**src/rtl/lockbit_guard.sv**
```systemverilog
module lockbit_guard #(
  parameter int NLOCK = 3
) (
  input  logic             clk,
  input  logic             rst,
  input  logic [NLOCK-1:0] nv_lock,
  input  logic             ea_pin,
  input  logic             lock_wr,
  input  logic [1:0]       lock_sel,
  input  logic             fetch_ext,
  output logic             prog_en,
  output logic             verify_en,
  output logic             ext_exec_en,
  output logic             table_rd_en,
  output logic             ea_fault
);

  logic [NLOCK-1:0] lock_q;
  logic             ea_q;
  logic [NLOCK-1:0] sel_bit;
  logic [NLOCK-1:0] above;
  logic             accept;

  // one-hot of the selected bit; zero selects none
  always_comb begin
    sel_bit = '0;
    for (int i = 0; i < NLOCK; i++)
      if (int'(lock_sel) == i + 1) sel_bit[i] = 1'b1;
  end

  // positions strictly above the highest set bit
  always_comb begin
    above = '1;
    for (int i = 0; i < NLOCK; i++)
      if (lock_q[i]) above = '1 << (i + 1);
  end

  assign accept = lock_wr && (sel_bit != '0) &&
                  (!lock_q[0] || ((sel_bit & above) != '0));

  always_ff @(posedge clk) begin
    if (rst) begin
      lock_q <= nv_lock;
      ea_q   <= ea_pin;
    end else if (accept) begin
      lock_q <= lock_q | sel_bit;
    end
  end

  assign prog_en     = !lock_q[0];
  assign verify_en   = !(lock_q[0] && lock_q[1]);
  assign ext_exec_en = !(&lock_q);
  assign table_rd_en = !(lock_q[0] && fetch_ext);
  assign ea_fault    = lock_q[0] && (ea_q != ea_pin);

endmodule

```
**config.mk**
```make
export PLATFORM = sky130hd
export DESIGN_NAME = lockbit_guard
export DESIGN_NICKNAME = d
export VERILOG_FILES = /design/src/rtl/lockbit_guard.sv
export SDC_FILE = /design/constraint.sdc
export NUM_CORES = 1
export LEC_CHECK = 0
export CAP_MARGIN = 40
export CORE_AREA = 2 2 39 41
export CTS_CLUSTER_DIAMETER = 80
export DETAILED_ROUTE_END_ITERATION = 12
export DIE_AREA = 0 0 41 43
export SLEW_MARGIN = 5
export SYNTH_ARGS = -nofsm -noshare
export SYNTH_HDL_FRONTEND = slang
export SYNTH_SLANG_ARGS = --single-unit
```
**constraint.sdc**
```tcl
create_clock -name clk -period 1 [get_ports clk]
set_input_delay 0.2 -clock clk [delete_from_list [all_inputs] [get_ports clk]]
set_output_delay 0.2 -clock clk [all_outputs]
set_load 0.01 [all_outputs]
```
==> results by group <==
Status
  – Outcome: complete, but fails checks
  – Failing checks: setup timing

Timing
  – Final Hold Vio Count: 0
  – Worst setup margin: -0.243 ns
  – Worst Clk Skew: 0.00319 ns
  – Fin. max-slew vios: 0
  – FMAX: 0.804 GHz
  – Minimum clock period: 1.24 ns
  – Final period util: 124%
  – Rel. slew slack: 90.0%
  – Final count of negative-setup-slack endpoints: 9
  – Setup_tns: -1.92 ns
  – Tightest Pin Transition: 0.150 ns
  – Fin Hold WS: 0.357 ns
  – Unrepaired setup endpoints after global routing: yes

Global routing
  – Global Route Usage Sum: 9.07%
  – First-pass GRT wire length: 966 µm
  – Largest net degree at the start of global routing: 5
  – Initial antenna violation count: 0
  – GRT overflow: 0
  – Vias in the first global route: 249

Power
  – Seq pwr share: 35.3%
  – Comb power frac: 31.9%
  – Tot Pwr: 0.621 mW
  – Sw Pwr: 0.155 mW
  – Clock share of power: 32.8%
  – Internal Pwr Total: 0.466 mW
  – Switching share of power: 25.0%
  – P per Cell Area: 1250 mW/mm²
  – Leakage power: 0.231 nW
  – VDD IR max: 0.000408 V

Floorplanning
  – Die height: 43 µm
  – Chip Width: 41 µm
  – Core area: 0.00138 mm²
  – # rows: 14
  – Initial Utilization: 16.0%
  – Die area: 0.00176 mm²
  – Io pins: 15

Route
  – Wire per inst: 9.17 µm
  – Final WL: 633 µm
  – Vias per cell: 3.90
  – Antenna Nets Post-Route: 0
  – Drt drc: 0
  – Drt first pass iters: 3
  – Initial drt markers: 3
  – Via count: 269

Synth
  – Post-Syn Nets: 34
  – Mapped Area: 221 µm²
  – Post-synth top area cell: edfxtp_1
  – #FFs+latches synth: 4
  – Largest family of logic cells by synthesized area: compound AO/OA/AOI/OAI gates
  – Cells after Synth: 24
  – Ys flop type: edfxtp_1
  – Commonest cells in the netlist: edfxtp_1 (4), nand2_1 (4), o21ai_0 (4)
  – Syn Area/Cell: 9.23 µm²
  – Multiplexer area fraction after synthesis: 0%
  – Post-synth top area share: 54.2%
  – Compound-Gate Fraction of Synth Area: 23.2%
  – Post-Synth Simple-Gate Area: 13.6%
  – Register area share after synthesis: 54.2%
  – Post-synthesis xor/xnor area fraction: 3.95%
  – Syn. warnings: 0
  – Post-Synth Adder-Cell Area: 0%
  – Ys async rst share: 0%
  – Top cells by area, synth: edfxtp_1 (54%), o21ai_0 (9.0%), a21oi_1 (6.8%), nand2_1 (6.8%), inv_1 (5.1%)
  – Yosys cell types: 11
  – Post-synth EDFFs: 4

Critical path
  – Critical Path Sink: lock_q[1]
  – Reg2reg start: lock_q[0]
  – CP startpoint kind: register
  – Crit. End Element: register
  – R2R depth: 4
  – CP Launch Point: lock_q[0]
  – R2r endpoint: lock_q[1]
  – R2R Setup Slk: -0.24 ns
  – Setup CP Type: reg2reg
  – Critical Path RT: 0.94 ns
  – CP max FO: 3
  – Critical Path AT: 1.18 ns

Clocking
  – Clock Pin Slew Worst Setup and Hold Paths: 0.04 ns
  – Clk buf depth: 2
  – H-tree levels: 1
  – CTS tree: done
  – CTS buffer count: 3
  – Clock sink count: 4
  – CTS hold repair buffers: 0
  – Clock Latency Late Sink: 0.24 ns
  – Root buf cell: clkbuf_4

Place
  – Cell count after placement: 61
  – RePlAce Congestion: 0.657
  – DPL Wire Length: 446 µm
  – I/O Buffers: 14
  – Placed Area: 434 µm²
  – Pre-CTS worst setup slack: -0.587 ns

Cells and area
  – Nets: 65
  – Share of layout cells above drive strength 1: 47.2%
  – Non-filler instance count after layout: 69
  – N_diodes: 0
  – Synthesis-to-finish area growth: 125%
  – Final instance area: 498 µm²
  – Final core utilization: 36.0%

Hold path
  – Worst hold-check path type: in2reg

Job
  – Max_cap viols: 0
[per-layer routing]
metal	routed length [µm]	GRT usage, %	up-vias
met2	274	12.2	14
met3	71	3.66	3
met5	0	0	-
li1	-	-	145
met1	256	9.45	107
met4	30	10.0	0
[how the worst min path moves through the flow]
stage | depth (start not counted) | slack [ns] | to | start
floorplan | 0 | 0.30 | ea_q | ea_pin
global placement | 2 | 0.65 | lock_q[1] | lock_q[1]
detailed placement | 2 | 0.67 | lock_q[1] | lock_q[1]
CTS | 4 | 0.57 | lock_q[1] | lock_sel[0]
global route | 2 | 0.40 | ea_q | rst
finish | 2 | 0.36 | ea_q | rst
[logic make-up (layout without fill, tap and decap cells)]
kind of cell / Yosys count / after routing
compound gates: 9 / 9
xor+xnor: 1 / 1
buf+inv: 3 / 32
flops: 4 / 4
simple gates: 7 / 7
[state kept, by name (all words and copies together) (netlist names)]
name and cells:
lock_q 3, ea_q 1
[layout by cell type, fill, tap and decap left out, drive strengths merged, types with 2 or more instances in the layout]
cell	count
clkbuf	3
dlygate4sd2	2
clkdlybuf4s50	6
o21ai	4
a21oi	3
buf	17
inv	3
edfxtp	4
nand2	5
[cell type report]
cell class	instances	area, µm²
Clock buffer	3	22.5
Fill cell	148	886
Inverter	3	11.3
Multi-Input combinational cell	17	101
Sequential cell	4	120
Tap cell	16	20.0
Timing Repair Buffer	26	223
[power by group through the flow]
stage	Clock, mW	Sequential (mW)	Combinational, mW
3_3_place_gp	0	0.223	0.161
3_5_place_dp	0	0.223	0.162
6_report	0.204	0.219	0.198
2_1_floorplan	0	0.222	0.0485
5_1_grt	0.220	0.221	0.217
4_1_cts	0.213	0.219	0.179
[critical path: stages (launching register included)]
cell and delay (ns):
edfxtp_1 0.43, buf_6 0.15, nand2_2 0.05, a21o_1 0.11, a31o_1 0.20
[timing repair]
action | 4_1_cts | 5_1_grt
buffers inserted | 3 | 2
resized for setup | 30 | 3
endpoints found under the hold margin | 0 | 0
setup endpoints to repair | 11 | 11
pin swaps | 2 | 0
No activity file was read; power rests on OpenSTA's default activity.
